[src/rtl/ecc_fifo_pkg.sv]
package ecc_fifo_pkg;
   localparam int WORD_W    = 8;
   localparam int NIB_W     = 4;
   localparam int CW_W      = 7;
   localparam int NIBBLES   = WORD_W / NIB_W;
   localparam int CODE_W    = NIBBLES * CW_W;
   localparam int MAX_DEPTH = 1024;

   typedef logic [NIB_W-1:0] nib_t;
   typedef logic [CW_W-1:0]  cw_t;
endpackage

[src/rtl/ecc_nib_enc.sv]
module ecc_nib_enc
   import ecc_fifo_pkg::*;
(
   input  nib_t nib,
   output cw_t  cw
);
   // index: 0=p1 1=p2 2=d1 3=p3 4=d2 5=d3 6=d4 (d1 = nib[0])
   assign cw[0] = nib[0] ^ nib[1] ^ nib[3];
   assign cw[1] = nib[0] ^ nib[2] ^ nib[3];
   assign cw[2] = nib[0];
   assign cw[3] = nib[1] ^ nib[2] ^ nib[3];
   assign cw[4] = nib[1];
   assign cw[5] = nib[2];
   assign cw[6] = nib[3];
endmodule

[src/rtl/ecc_nib_dec.sv]
module ecc_nib_dec
   import ecc_fifo_pkg::*;
(
   input  cw_t  cw,
   output nib_t nib,
   output logic err
);
   logic [2:0] syn;
   cw_t        flip;
   cw_t        fixed;

   // syndrome value = 1-based position of the flipped bit
   assign syn[0] = cw[0] ^ cw[2] ^ cw[4] ^ cw[6];
   assign syn[1] = cw[1] ^ cw[2] ^ cw[5] ^ cw[6];
   assign syn[2] = cw[3] ^ cw[4] ^ cw[5] ^ cw[6];

   always_comb begin
      for (int i = 0; i < CW_W; i++) begin
         flip[i] = (syn == 3'(i + 1));
      end
   end

   assign fixed = cw ^ flip;
   assign nib   = {fixed[6], fixed[5], fixed[4], fixed[2]};
   assign err   = |syn;
endmodule

[src/rtl/ecc_fifo_ptr.sv]
module ecc_fifo_ptr #(
   parameter int DEPTH = 16,
   localparam int AW = (DEPTH > 1) ? $clog2(DEPTH) : 1,
   localparam int LW = $clog2(DEPTH + 1)
) (
   input  logic          clk,
   input  logic          rst,
   input  logic          push,
   input  logic          pop,
   output logic          do_push,
   output logic          do_pop,
   output logic [AW-1:0] wr_ptr,
   output logic [AW-1:0] rd_ptr,
   output logic [LW-1:0] level,
   output logic          full,
   output logic          empty
);
   localparam logic [AW-1:0] LAST = AW'(DEPTH - 1);

   function automatic logic [AW-1:0] bump(input logic [AW-1:0] p);
      return (p == LAST) ? '0 : p + AW'(1);
   endfunction

   assign full    = (level == LW'(DEPTH));
   assign empty   = (level == '0);
   assign do_push = push && !full;
   assign do_pop  = pop && !empty;

   always_ff @(posedge clk) begin
      if (rst) begin
         wr_ptr <= '0;
         rd_ptr <= '0;
         level  <= '0;
      end else begin
         if (do_push) wr_ptr <= bump(wr_ptr);
         if (do_pop)  rd_ptr <= bump(rd_ptr);
         case ({do_push, do_pop})
            2'b10:   level <= level + LW'(1);
            2'b01:   level <= level - LW'(1);
            default: level <= level;
         endcase
      end
   end
endmodule

[src/rtl/ecc_fifo.sv]
module ecc_fifo
   import ecc_fifo_pkg::*;
#(
   parameter int DEPTH  = 16,
   parameter bit ECC_EN = 1'b1,
   localparam int LW = $clog2(DEPTH + 1)
) (
   input  logic              clk,
   input  logic              rst,
   input  logic              push,
   input  logic [WORD_W-1:0] push_data,
   input  logic [CODE_W-1:0] fault_mask,
   input  logic              pop,
   output logic              rd_valid,
   output logic [WORD_W-1:0] rd_data,
   output logic              corrected,
   output logic              full,
   output logic              empty,
   output logic [LW-1:0]     level
);
   localparam int AW = (DEPTH > 1) ? $clog2(DEPTH) : 1;
   localparam int SW = ECC_EN ? CODE_W : WORD_W;

   if (DEPTH < 2 || DEPTH > MAX_DEPTH) begin : g_bad_depth
      $error("ecc_fifo: DEPTH must lie in 2..%0d", MAX_DEPTH);
   end

   logic          do_push, do_pop;
   logic [AW-1:0] wr_ptr, rd_ptr;
   logic [SW-1:0] enc_word, store_word, rd_q;
   logic [SW-1:0] mem [DEPTH];

   ecc_fifo_ptr #(.DEPTH(DEPTH)) u_ptr (
      .clk     (clk),
      .rst     (rst),
      .push    (push),
      .pop     (pop),
      .do_push (do_push),
      .do_pop  (do_pop),
      .wr_ptr  (wr_ptr),
      .rd_ptr  (rd_ptr),
      .level   (level),
      .full    (full),
      .empty   (empty)
   );

   if (ECC_EN) begin : g_ecc
      logic [NIBBLES-1:0] nib_err;
      for (genvar g = 0; g < NIBBLES; g++) begin : g_nib
         ecc_nib_enc u_enc (
            .nib (push_data[g*NIB_W +: NIB_W]),
            .cw  (enc_word[g*CW_W +: CW_W])
         );
         ecc_nib_dec u_dec (
            .cw  (rd_q[g*CW_W +: CW_W]),
            .nib (rd_data[g*NIB_W +: NIB_W]),
            .err (nib_err[g])
         );
      end
      assign corrected = rd_valid && (|nib_err);
   end else begin : g_plain
      assign enc_word  = push_data;
      assign rd_data   = rd_q;
      assign corrected = 1'b0;
   end

   assign store_word = enc_word ^ fault_mask[SW-1:0];

   always_ff @(posedge clk) begin
      if (do_push) mem[wr_ptr] <= store_word;
   end

   always_ff @(posedge clk) begin
      if (do_pop) rd_q <= mem[rd_ptr];
   end

   always_ff @(posedge clk) begin
      if (rst) rd_valid <= 1'b0;
      else     rd_valid <= do_pop;
   end
endmodule

[config.mk]
export PLATFORM = sky130hd
export DESIGN_NAME = ecc_fifo
export DESIGN_NICKNAME = d
export VERILOG_FILES = /design/src/rtl/ecc_fifo_pkg.sv /design/src/rtl/ecc_nib_enc.sv /design/src/rtl/ecc_nib_dec.sv /design/src/rtl/ecc_fifo_ptr.sv /design/src/rtl/ecc_fifo.sv
export SDC_FILE = /design/constraint.sdc
export NUM_CORES = 1
export LEC_CHECK = 0
export BUFFER_PORTS_ARGS = -buffer_cell sky130_fd_sc_hd__clkbuf_2
export CAP_MARGIN = 0
export CORE_ASPECT_RATIO = 0.5
export CORE_MARGIN = 2
export CORE_UTILIZATION = 50
export CTS_CLUSTER_SIZE = 40
export DETAILED_ROUTE_END_ITERATION = 8
export MAX_ROUTING_LAYER = met4
export PLACE_DENSITY = 0.67
export SETUP_SLACK_MARGIN = 0.4
export SLEW_MARGIN = 30
export SYNTH_ARGS = -nofsm -noshare
export SYNTH_HDL_FRONTEND = slang
export SYNTH_SLANG_ARGS = --single-unit
[constraint.sdc]
create_clock -name clk -period 8.35 [get_ports clk]
set_input_delay 1.67 -clock clk [delete_from_list [all_inputs] [get_ports clk]]
set_output_delay 1.67 -clock clk [all_outputs]
set_load 0.01 [all_outputs]
Word-level counts from Yosys, hierarchy flattened --
Memories as Yosys holds them, arrays and structs flattened. A register that Yosys moved wholly into a read port is not among the register bits. Index checks and enable logic that the tools add are counted.
Word-level totals: register bits 14, bits in latches 0, RAM bits 224, ROM bits 0, bits of input ports 26, output and inout port bits 17, memories kept 1
Cells by class: $add $sub $neg 4, multiply operators 0, divide/modulo/power cells 0, order comparisons 0, equality and inequality tests 19, shifts and indexed selects 0, muxes and demuxes 5, bitwise operators 33, reduce and logical (&&, ||, !) cells 8
Memories:
- mem | depth 16, bits a word 14, read ports 1, clocked after memory_dff 1, wr ports 1, line ecc_fifo.sv:31 | logic [SW-1:0] mem [DEPTH];
Operator list (count):
- 1-bit bitwise XOR | 30
- 3-bit equality test, second input constant | 8
- 14-bit bitwise XOR | 1
- 7-bit bitwise XOR | 2
- 3-bit by 2-bit equality test with 1-bit output, second input constant | 4
- 5-bit case mux with 2 select lines | 1
- 4-bit by 1-bit adder with 4-bit output, second input constant | 2
- 4-bit equality test, second input constant | 2
- 4-bit two-way mux | 2
- 3-bit by 1-bit equality test with 1-bit output, second input constant | 2
- 6-bit OR reduction | 1
- 5-bit by 1-bit adder with 5-bit output, second input constant | 1
- 5-bit equality test, second input constant | 1
- 5-bit zero test | 1
- 5-bit by 1-bit subtractor with 5-bit output, second input constant | 1
- 1-bit logical AND | 3
- 2-bit by 1-bit equality test with 1-bit output, second input constant | 1
- 2-bit equality test, second input constant | 1
- 1-bit zero test | 2
- 1-bit two-way mux | 2
- 2-bit nonzero test | 1

Logic depth before layout (Yosys ltp) --
Gate-level depths: netlist of run 1.
depth in word-level cells 5, gate-level depth with buffers 12, gate-level depth less buffers 11

Modules after synthesis --
From an unflattened synthesis of run 1, not the netlist that was laid out.
Unflattened totals: cells, all modules 657, area total of the unflattened synthesis 11104.4 um2
Modules (own cells, without submodules):
- ecc_fifo | times used 1, cells each 396, area an instance 9059.9 um2, sequential area each 7166.9 um2
- ecc_nib_dec | times used 2, cells each 81, area an instance 541.8 um2, sequential area each 0.0 um2
- ecc_fifo_ptr | times used 1, cells each 85, area an instance 758.2 um2, sequential area each 260.2 um2
- ecc_nib_enc | times used 2, cells each 7, area an instance 101.3 um2, sequential area each 0.0 um2

Worst setup path before layout of run 1 --
Ideal clock, no wire load.
kind input -> register, start point in pop, end point reg u_ptr.level[4], arrival 3.863 ns, path slack 4.366 ns, stages on the path 10, buffers on the path 0, cell sequence o21ai_2 inv_1 ha_1 inv_1 fa_1 nor2b_1 o21ai_0 nand3_1 or3b_2 mux2_2
Between the ends: word-level cells in the longest chain between the ends 3, elaborated cells between the ends (all ways) 5
Ends and longest elaborated chain:
- start, declared | line ecc_fifo.sv:13 | input logic pop,
- 1-bit logical AND * | line ecc_fifo_ptr.sv:27 | assign do_pop = pop && !empty;
- net do_pop | line ecc_fifo.sv:28 | logic do_push, do_pop;
- 2-bit by 1-bit equality test with 1-bit output / 2-bit equality test (equally long branches) | line ecc_fifo_ptr.sv:37 | case ({do_push, do_pop})
- 5-bit case mux with 2 select lines / 2-bit nonzero test (equally long branches)
- end signal, assigned | line ecc_fifo_ptr.sv:38 | 2'b10: level <= level + LW'(1);
- end signal, assigned | line ecc_fifo_ptr.sv:39 | 2'b01: level <= level - LW'(1);
- end signal, assigned | line ecc_fifo_ptr.sv:40 | default: level <= level;
- end, declared | line ecc_fifo_ptr.sv:14 | output logic [LW-1:0] level,
The timed path passes the listed nets; every way through them passes the cells marked *. A chain may end at the register's enable or synchronous reset.

Final worst setup path of run 1 --
start point reg rd_q[12] (read register of mem), end point out rd_data[5]
Between the ends: word-level cells in the longest chain between the ends 4, elaborated cells between the ends (all ways) 6
Ends and longest elaborated chain:
- start, declared | line ecc_fifo.sv:30 | logic [SW-1:0] enc_word, store_word, rd_q;
- 1-bit bitwise XOR (on tied branches) (2 in a row) | line ecc_nib_dec.sv:14, ecc_nib_dec.sv:15
- 3-bit equality test * | line ecc_nib_dec.sv:19 | flip[i] = (syn == 3'(i + 1));
- 7-bit bitwise XOR * | line ecc_nib_dec.sv:23 | assign fixed = cw ^ flip;
- end, declared | line ecc_fifo.sv:15 | output logic [WORD_W-1:0] rd_data,
Mark *: on every way between the ends. The rest lies on a longest branch, timed or not.

==> summary.md, run 1 <==
| Metric | Value |
|---|---|
| Status | `finished, final reports clean` |
| Ant diodes | `0` |
| Ys async rst share | `0%` |
| Top Ports | `43` |
| Crit path max-delay family | `XOR/XNOR gates` |
| CP max stage cell | `edfxtp_1` |
| Fin crit period | `4130 ps` |
| Syn_nets | `572` |
| Switching power | `1.10 mW` |
| Yosys top cell by area | `edfxtp_1` |
| Final ANT Viol Nets | `0` |
| Initial drt markers | `689` |
| Internal power | `2.57 mW` |
| Number of setup violations in the final report | `0` |
| Setup TNS | `0 ps` |
| Routed WL | `20,700 um` |
| First-pass iteration count of the detailed router | `5` |
| Register area | `7430 um^2` |
| Fillers | `1,482` |
| Slew Limit Fails | `0` |
| Via Count | `5,165` |
| Area Growth Syn to Fin | `13.9%` |
| Post CTS Setup Buffer Count | `0` |
| Final hold violations | `0` |
| Measured slew at the worst slew-check pin | `902 ps` |
| Port bufs | `42` |
| Top cell type's share of synthesized area | `69.2%` |
| First-pass GRT wire length | `31,300 um` |
| Largest stage delay, worst path | `510 ps` |
| Final #Nets | `632` |
| Most used flip-flop cell after synthesis | `edfxtp_1` |
| Leakage | `3.80 nW` |
| Post-DR vias/cell | `5.84` |
| Seq pwr share | `44.0%` |
| Hold crit path type | `reg -> reg` |
| Hold WS | `614 ps` |
| Critical path class | `reg -> out` |
| Critical Path AT | `2460 ps` |
| Largest net degree at the start of global routing | `61` |
| Syn_area_per_cell | `19.3 um^2` |
| Worst setup SP type | `register` |
| Combinational fraction of design power | `28.1%` |
| Clk pwr share | `27.9%` |
| Tcrit/Tclk final | `49.4%` |
| #FFs+latches synth | `252` |
| Worst path most repeated cell | `a21oi_1` |
| Sequential area share after synthesis | `71.9%` |
| Max Cap Viol | `0` |
| Vias in the first global route | `5,140` |
| Setup ws final | `4220 ps` |
| Die area | `21,900 um^2` |
| Cell area after synthesis | `10,300 um^2` |
| H-Tree Depth | `1` |
| Total CTS buffers | `23` |
| P per Cell Area | `311 nW/um^2` |
| Global route total overflow | `0` |
| Finished Layout Cells | `885` |
| RSZ-0062 raised after global routing | `no` |
| Clock Path Buffers | `3` |
| Warnings from Yosys | `0` |
| GRT Total Usage | `19.8%` |
| Peak supply drop | `0.176 mV` |
| Worst path required time | `6680 ps` |
| Die H | `106 um` |
| Clk root buf | `clkbuf_16` |
| Drt drc | `0` |
| Cells after DPL | `844` |
| Fmax | `0.242 GHz` |
| Crit path capture type | `output port` |
| CTS Sinks | `252` |
| Wirelength per Cell | `23.4 um` |
| Hold Buf Count CTS | `0` |
| Synth area leaders | `edfxtp_1, mux4_2, dfxtp_1` |
| Initial Utilization | `50.6%` |
| Post-Syn Instances | `536` |
| Share of layout cells above drive strength 1 | `31.0%` |
| Die width | `207 um` |
| Final core utilization | `57.7%` |
| Sw Ratio | `30.0%` |
| Commonest cells after routing, fill and taps aside | `edfxtp_1, mux4_2, clkbuf_2, nor2_1, clkbuf_16` |
| WP buf/inv | `1` |
| Crit path cell chain | `xnor3_1 -> xnor2_1 -> a21oi_1 -> o22ai_1 -> a21oi_1 -> clkbuf_2` |
| Setup WS pre-CTS | `3910 ps` |
| Yosys cell types | `44` |
| Post-synth EDFFs | `238` |
| Post-CTS sizing | `0` |
| Footprint of the multi-input gates | `2880 um^2` |
| Num rows | `37` |
| TritonCTS clock tree | `built` |
| Max transition margin | `39.9%` |
| Core area | `20,400 um^2` |
| CTS clk-pin slew, worst paths | `70 ps` |
| Final GP Congestion | `0.775` |
| Most common cell after layout, fill and taps aside | `edfxtp_1` |
| Initial antenna violation count | `1` |
| Worst Path Max Fanout | `8` |
| Hpwl dp | `12,200 um` |
| Clk_lat worst skew | `520 ps` |
| Clock Skews | `11.4 ps` |
path summary, 6_finish.rpt:
path / start / endpoint / slack [ps] / cells past startpoint
hold reg to reg: u_ptr.level[3]$_SDFFE_PP0P_ / u_ptr.level[3]$_SDFFE_PP0P_ / 610 / 2
setup reg to reg: u_ptr.level[0]$_SDFFE_PP0P_ / u_ptr.level[4]$_SDFFE_PP0P_ / 4840 / 10
hold / removal: u_ptr.level[3]$_SDFFE_PP0P_ / u_ptr.level[3]$_SDFFE_PP0P_ / 610 / 2
setup / recovery: rd_q[12]$_DFFE_PP_ / rd_data[5] / 4220 / 6
Yosys cell counts, drive strengths merged, types with 2 or more instances:
cell      n
a211oi    2
a21oi    22
a31oi     4
and2      2
buf      12
clkbuf   14
dfxtp    14
edfxtp  238
ha        9
inv       9
mux4     70
nand2    14
nand2b    2
nand3     3
nor2     37
nor2b     3
nor3      7
o211ai    2
o21ai     9
o221a     2
o22ai     2
or3b      2
xnor2    16
xor2     25
cells by family (layout without fill, tap and decap cells):
| group | after synthesis | after routing | synth area share [%] |
|---|---|---|---|
| DFF | 252 | 252 | 71.9 |
| muxes | 72 | 72 | 15.5 |
| adders and majority gates | 10 | 10 | 1.28 |
| and+or+nand+nor | 74 | 74 | 3.20 |
| xor gates and xnor gates | 42 | 42 | 3.69 |
| AOI/OAI and AO/OA | 51 | 51 | 3.06 |
| buffers and inverters | 35 | 111 | 1.40 |
sequential cells by signal, indices dropped and copies added, names as in the netlist:
name          flops
mem             224
rd_q             14
rd_valid          1
u_ptr.level       5
u_ptr.rd_ptr      4
u_ptr.wr_ptr      4
layout make-up:
type / count / share of cell area, %
flip-flops and latches: 252 / 63.1
multi-input cells: 249 / 24.5
well taps: 273 / 2.90
inverters: 9 / 0.287
clock buffers: 26 / 4.99
repair buffers: 61 / 3.00
clock inverters: 15 / 1.18
worst reg2reg max path, cell delays in order (launching register included):
cell	delay [ps]
dfxtp_1	370
or4_1	570
o21ai_2	230
inv_1	340
ha_1	370
ha_1	320
nor2b_1	150
o21ai_0	230
a21oi_1	100
or3b_2	450
mux2_2	270
metrics by stage:
stage               instance area (um^2)  total power, mW
floorplan                          10300             2.38
global placement                   10900             2.64
detailed placement                 11000             2.67
CTS                                11700             3.68
global route                       11800             3.83
finish                             11800             3.66
per-layer routing:
layer | track usage, % | up-vias | part of all wire [%]
met1 | 28.3 | 2709 | 44
met2 | 31.0 | 160 | 48
li1 | - | 2269 | -
met3 | 2.74 | 27 | 6.4
met5 | - | - | 0
met4 | 4.08 | 0 | 1.7
power groups by stage:
stage               Combinational (mW)  Clock [mW]  Sequential [mW]
finish                            1.03        1.02             1.61
floorplan                        0.794           0             1.59
global placement                 0.999           0             1.64
detailed placement                1.02           0             1.64
global route                      1.12        1.08             1.63
CTS                               1.03        1.04             1.61
Power figures use the tool's default switching activity.
==> run 2, diff against run 1 <==
clock period = 4.12 ns   (was 8.35 ns; I/O delays follow)
==> run 2 against run 1 <==
Register-to-register slack worse by 3800 ps; sequential power is 100% higher; wire length fell by 0.78%; critical path depth decreased by 1; sequential share of layout area increased by 0.27 points.
==> summary.md, run 2 (synthesized netlist as in run 1, its figures left out) <==
| Metric | Value |
|---|---|
| Total CTS buffers | `22` |
| Final ANT Viol Nets | `0` |
| Initial drt markers | `673` |
| Setup WS pre-CTS | `950 ps` |
| CTS Sinks | `252` |
| Hpwl dp | `11,900 um` |
| Switching power | `2.15 mW` |
| Initial Utilization | `50.6%` |
| Hold Buf Count CTS | `0` |
| Worst setup SP type | `register` |
| CTS clk-pin slew, worst paths | `70 ps` |
| Top Ports | `43` |
| P per Cell Area | `619 nW/um^2` |
| TritonCTS clock tree | `built` |
| Clock Skews | `11.0 ps` |
| Post-DP Area | `11,000 um^2` |
| Largest Register | `mem` |
| Internal power | `5.11 mW` |
| Most common cell after layout, fill and taps aside | `edfxtp_1` |
| Clk pwr share | `26.2%` |
| Crit path capture type | `output port` |
| Hold crit path type | `reg -> reg` |
| Die width | `207 um` |
| Post CTS Setup Buffer Count | `0` |
| Clk root buf | `clkbuf_16` |
| Via Count | `5,150` |
| Final #Nets | `635` |
| Clock Path Buffers | `3` |
| Tcrit/Tclk final | `78.7%` |
| Slew Limit Fails | `0` |
| Number of setup violations in the final report | `0` |
| Worst Path Max Fanout | `11` |
| Post-DR vias/cell | `5.82` |
| Sw Ratio | `29.6%` |
| Max FFs per register | `224` |
| Largest net degree at the start of global routing | `61` |
| Critical Path AT | `2420 ps` |
| Global route total overflow | `0` |
| Fin crit period | `3240 ps` |
| WHS Path Cells | `2` |
| Drt drc | `0` |
| Critical path class | `reg -> out` |
| First-pass GRT wire length | `30,900 um` |
| Area Growth Syn to Fin | `13.5%` |
| R2r endpoint | `u_ptr.level[4]$_SDFFE_PP0P_` |
| Peak supply drop | `0.324 mV` |
| Die area | `21,900 um^2` |
| Hold Path Sink | `u_ptr.level[2]$_SDFFE_PP0P_` |
| Core area | `20,400 um^2` |
| GRT Total Usage | `19.8%` |
| Setup ws final | `879 ps` |
| R2r setup slk | `1020 ps` |
| Port bufs | `42` |
| Design Area, Final | `11,700 um^2` |
| Worst r2r src | `u_ptr.level[0]$_SDFFE_PP0P_` |
| Measured slew at the worst slew-check pin | `899 ps` |
| Hold path startpoint | `u_ptr.level[2]$_SDFFE_PP0P_` |
| Status | `finished, final reports clean` |
| Max transition margin | `40.0%` |
| Routed WL | `20,500 um` |
| Worst path required time | `3300 ps` |
| RSZ-0062 raised after global routing | `no` |
| Setup TNS | `0 ps` |
| Vias in the first global route | `4,946` |
| Clk_lat worst skew | `510 ps` |
| Num rows | `37` |
| First-pass iteration count of the detailed router | `5` |
| Leakage | `3.78 nW` |
| Combinational fraction of design power | `28.5%` |
| H-Tree Depth | `1` |
| Initial antenna violation count | `0` |
| Ant diodes | `0` |
| Fmax | `0.309 GHz` |
| Final hold violations | `0` |
| Share of layout cells above drive strength 1 | `30.4%` |
| Seq pwr share | `45.2%` |
| Post-CTS sizing | `0` |
| Final GP Congestion | `0.804` |
| R2R cell count | `10` |
| Wirelength per Cell | `23.2 um` |
| Max Cap Viol | `0` |
| Die H | `106 um` |
| Commonest cells after routing, fill and taps aside | `edfxtp_1, mux4_2, clkbuf_2, nor2_1, buf_4` |
| Top Registers | `mem (224), rd_q (14), u_ptr.level (5)` |
[run 2: worst max path at each step]
stage | startpoint | end | slack (ps)
5_1_grt | rd_q[4]$_DFFE_PP_ | corrected | 700
4_1_cts | rd_q[9]$_DFFE_PP_ | rd_data[4] | 880
3_3_place_gp | push | u_ptr.level[4]$_SDFFE_PP0P_ | 980
6_report | rd_q[4]$_DFFE_PP_ | corrected | 880
2_1_floorplan | u_ptr.level[0]$_SDFFE_PP0P_ | u_ptr.level[4]$_SDFFE_PP0P_ | 920
3_5_place_dp | push | u_ptr.level[4]$_SDFFE_PP0P_ | 950
[run 2: critical path, cell delays in order (launching register included)]
cell and delay (ps):
edfxtp_1 470, xor2_1 620, and2_1 260, o221ai_1 130, o31a_1 300, clkbuf_2 130
[run 2: power by group through the flow]
stage	Sequential, mW	Combinational, mW	Clock [mW]
floorplan	3.21	1.61	0
global placement	3.34	2.03	0
detailed placement	3.35	2.07	0
CTS	3.30	2.08	1.94
global route	3.32	2.27	2.03
finish	3.28	2.07	1.91
[run 2: cell type report]
cell class                      instances  area [um^2]
Fill cell                            1463         8690
Sequential cell                       252         7430
Multi-Input combinational cell        249         2880
Clock buffer                           30          581
Timing Repair Buffer                   65          383
Tap cell                              273          342
Clock inverter                          7         65.1
Inverter                                9         33.8
[run 2: layer usage]
| metal | vias to the layer above | global-route usage [%] | part of all wire (%) |
|---|---|---|---|
| met3 | 31 | 2.38 | 4.4 |
| met1 | 2725 | 30.1 | 48 |
| met4 | 0 | 4.39 | 2.1 |
| met2 | 122 | 29.1 | 46 |
| met5 | - | - | 0 |
| li1 | 2272 | - | - |
[run 2: through the flow]
stage               util, %  hold WS [ps]  total power [mW]  cells
floorplan                 -           572              4.82    536
global placement       53.7           570              5.37    848
detailed placement     53.8           577              5.42    848
CTS                    57.0           587              7.32    885
global route           57.4           628              7.62    885
finish                 57.4           592              7.26    885
==> run 3, diff against run 2 <==
ABC_AREA = 1   (was default)
clock period = 3.2 ns   (was 4.12 ns; I/O delays follow)
==> run 3 against run 2 <==
Critical path depth grew 6; final area increased by 4.1%; power increased by 29%; wire length increased by 16%; non-clock buffer count is 17 higher; sequential share of layout area down 2.5 points; combinational power up 33%; clock skew up 3.5 ps; die area increased by 5.0%; sequential power is 25% higher; core utilization shrank 0.65 points; largest power group unchanged.
==> summary.md, run 3 <==
| Metric | Value |
|---|---|
| Warnings from Yosys | `0` |
| Final #Nets | `1,072` |
| Critical Path AT | `1940 ps` |
| Routed WL | `23,700 um` |
| Syn_area_per_cell | `11.2 um^2` |
| Hold Buf Count CTS | `0` |
| Area Growth Syn to Fin | `12.3%` |
| Commonest cells after routing, fill and taps aside | `edfxtp_1, nor2_1, nand2_1, o21ai_0, inv_1` |
| Hold Path Sink | `u_ptr.rd_ptr[0]$_SDFFE_PP0P_` |
| CTS Sinks | `252` |
| Internal power | `6.21 mW` |
| Clk root buf | `clkbuf_16` |
| Post-CTS sizing | `0` |
| GRT Total Usage | `22.0%` |
| Port bufs | `42` |
| Number of setup violations in the final report | `0` |
| Die width | `212 um` |
| Syn_nets | `1,010` |
| Largest Register | `mem` |
| Via Count | `7,309` |
| Seq pwr share | `43.9%` |
| Yosys cell types | `25` |
| Ant diodes | `0` |
| Post CTS Setup Buffer Count | `0` |
| Largest net degree at the start of global routing | `101` |
| Die H | `108 um` |
| Count leader, synth | `edfxtp_1` |
| Status | `finished, final reports clean` |
| TritonCTS clock tree | `built` |
| R2R cell count | `15` |
| Core area | `21,500 um^2` |
| Total CTS buffers | `22` |
| Post-Syn Instances | `974` |
| Sw Ratio | `33.6%` |
| R2r setup slk | `930 ps` |
| Fmax | `0.387 GHz` |
| Initial Utilization | `50.6%` |
| Peak supply drop | `0.436 mV` |
| Most used flip-flop cell after synthesis | `edfxtp_1` |
| Max FFs per register | `224` |
| Worst path required time | `2560 ps` |
| Final ANT Viol Nets | `0` |
| Die area | `23,000 um^2` |
| Hold path startpoint | `rst` |
| First-pass iteration count of the detailed router | `5` |
| Worst Path Max Fanout | `6` |
| Worst setup SP type | `register` |
| Synth area leaders | `edfxtp_1, nor2_1, nand2_1` |
| Clk_lat worst skew | `520 ps` |
| RSZ-0062 raised after global routing | `no` |
| Critical path class | `reg -> out` |
| Max Cap Viol | `0` |
| R2r endpoint | `u_ptr.level[4]$_SDFFE_PP0P_` |
| First-pass GRT wire length | `37,700 um` |
| Initial drt markers | `915` |
| Yosys top cell by area | `edfxtp_1` |
| Share of layout cells above drive strength 1 | `10.9%` |
| Switching power | `3.14 mW` |
| Post-DR vias/cell | `5.41` |
| Vias in the first global route | `6,941` |
| Fin crit period | `2580 ps` |
| H-Tree Depth | `1` |
| Max transition margin | `46.5%` |
| Initial antenna violation count | `0` |
| Post-synth EDFFs | `238` |
| Num rows | `38` |
| Top cell type's share of synthesized area | `65.8%` |
| Setup TNS | `0 ps` |
| Combinational fraction of design power | `29.5%` |
| Final GP Congestion | `0.822` |
| Synth cell count leaders | `edfxtp_1, nor2_1, nand2_1, o21ai_0, inv_1` |
| Clock Path Buffers | `3` |
| Slew Limit Fails | `0` |
| Tot Pwr | `9.35 mW` |
| Leakage | `4.52 nW` |
| Top Ports | `43` |
| Sequential area share after synthesis | `68.4%` |
| P per Cell Area | `767 nW/um^2` |
| Worst r2r src | `u_ptr.level[1]$_SDFFE_PP0P_` |
| Hpwl dp | `14,700 um` |
| Cell area after synthesis | `10,900 um^2` |
| Final hold violations | `0` |
| Ys async rst share | `0%` |
| Clock Skews | `14.4 ps` |
| Wirelength per Cell | `17.6 um` |
| Tcrit/Tclk final | `80.6%` |
| Clk pwr share | `26.6%` |
| Drt drc | `0` |
| CTS clk-pin slew, worst paths | `60 ps` |
| Hold crit path type | `in -> reg` |
| Most common cell after layout, fill and taps aside | `edfxtp_1` |
| Measured slew at the worst slew-check pin | `799 ps` |
| WHS Path Cells | `2` |
| Top Registers | `mem (224), rd_q (14), u_ptr.level (5)` |
| Crit path capture type | `output port` |
| #FFs+latches synth | `252` |
| Global route total overflow | `0` |
run 3: metrics by stage:
step	util [%]	area (um^2)	hold WS [ps]	instances	setup slack, ps
4_1_cts	56.8	12200	391	1352	610
3_5_place_dp	53.7	11500	485	1312	840
3_3_place_gp	53.7	11500	480	1312	885
5_1_grt	56.8	12200	416	1352	418
2_1_floorplan	-	10900	457	974	738
6_report	56.8	12200	409	1352	619
run 3: critical path, cell delays in order, from the launching register on:
cell	delay (ps)
edfxtp_1	510
inv_1	110
nand2_1	60
nand2_1	100
nand2_1	60
nand2_1	100
inv_1	70
nor2_1	130
nand2_1	60
nand2_1	60
nand2_1	50
clkbuf_2	120
run 3: power by group through the flow:
stage	Combinational (mW)	Sequential [mW]	Clock (mW)
3_3_place_gp	2.69	4.17	0
6_report	2.76	4.11	2.49
2_1_floorplan	2.04	4.14	0
4_1_cts	2.77	4.11	2.51
3_5_place_dp	2.76	4.18	0
5_1_grt	3.15	4.14	2.65
run 3: worst max-delay path by stage:
stage | end | cells after the start | start
after detailed placement | u_ptr.level[4]$_SDFFE_PP0P_ | 14 | pop
after global placement | u_ptr.level[4]$_SDFFE_PP0P_ | 13 | push
final | rd_data[1] | 11 | rd_q[6]$_DFFE_PP_
after global routing | rd_data[1] | 11 | rd_q[4]$_DFFE_PP_
after CTS | rd_data[1] | 11 | rd_q[6]$_DFFE_PP_
after floorplan | u_ptr.level[4]$_SDFFE_PP0P_ | 13 | pop
run 3: area by class of cell:
cell class,count,area (um^2)
Fill cell,1751,9290
Inverter,56,210
Clock buffer,28,573
Tap cell,300,375
Clock inverter,12,87.6
Timing Repair Buffer,82,523
Sequential cell,252,7430
Multi-Input combinational cell,622,3000
run 3: cell families after synthesis:
logic type / after synthesis / synth area share, %
simple gates: 386 / 13.8
flops: 252 / 68.4
compound gates: 190 / 9.58
buf+inv: 100 / 4.18
xor+xnor: 36 / 2.90
fa+ha+maj: 10 / 1.22
run 3: routing by layer:
metal / part of all wire [%] / global-route usage, %
met1: 48 / 33.0
met4: 1.4 / 4.80
met3: 7.2 / 3.14
met2: 44 / 32.1
met5: 0 / -
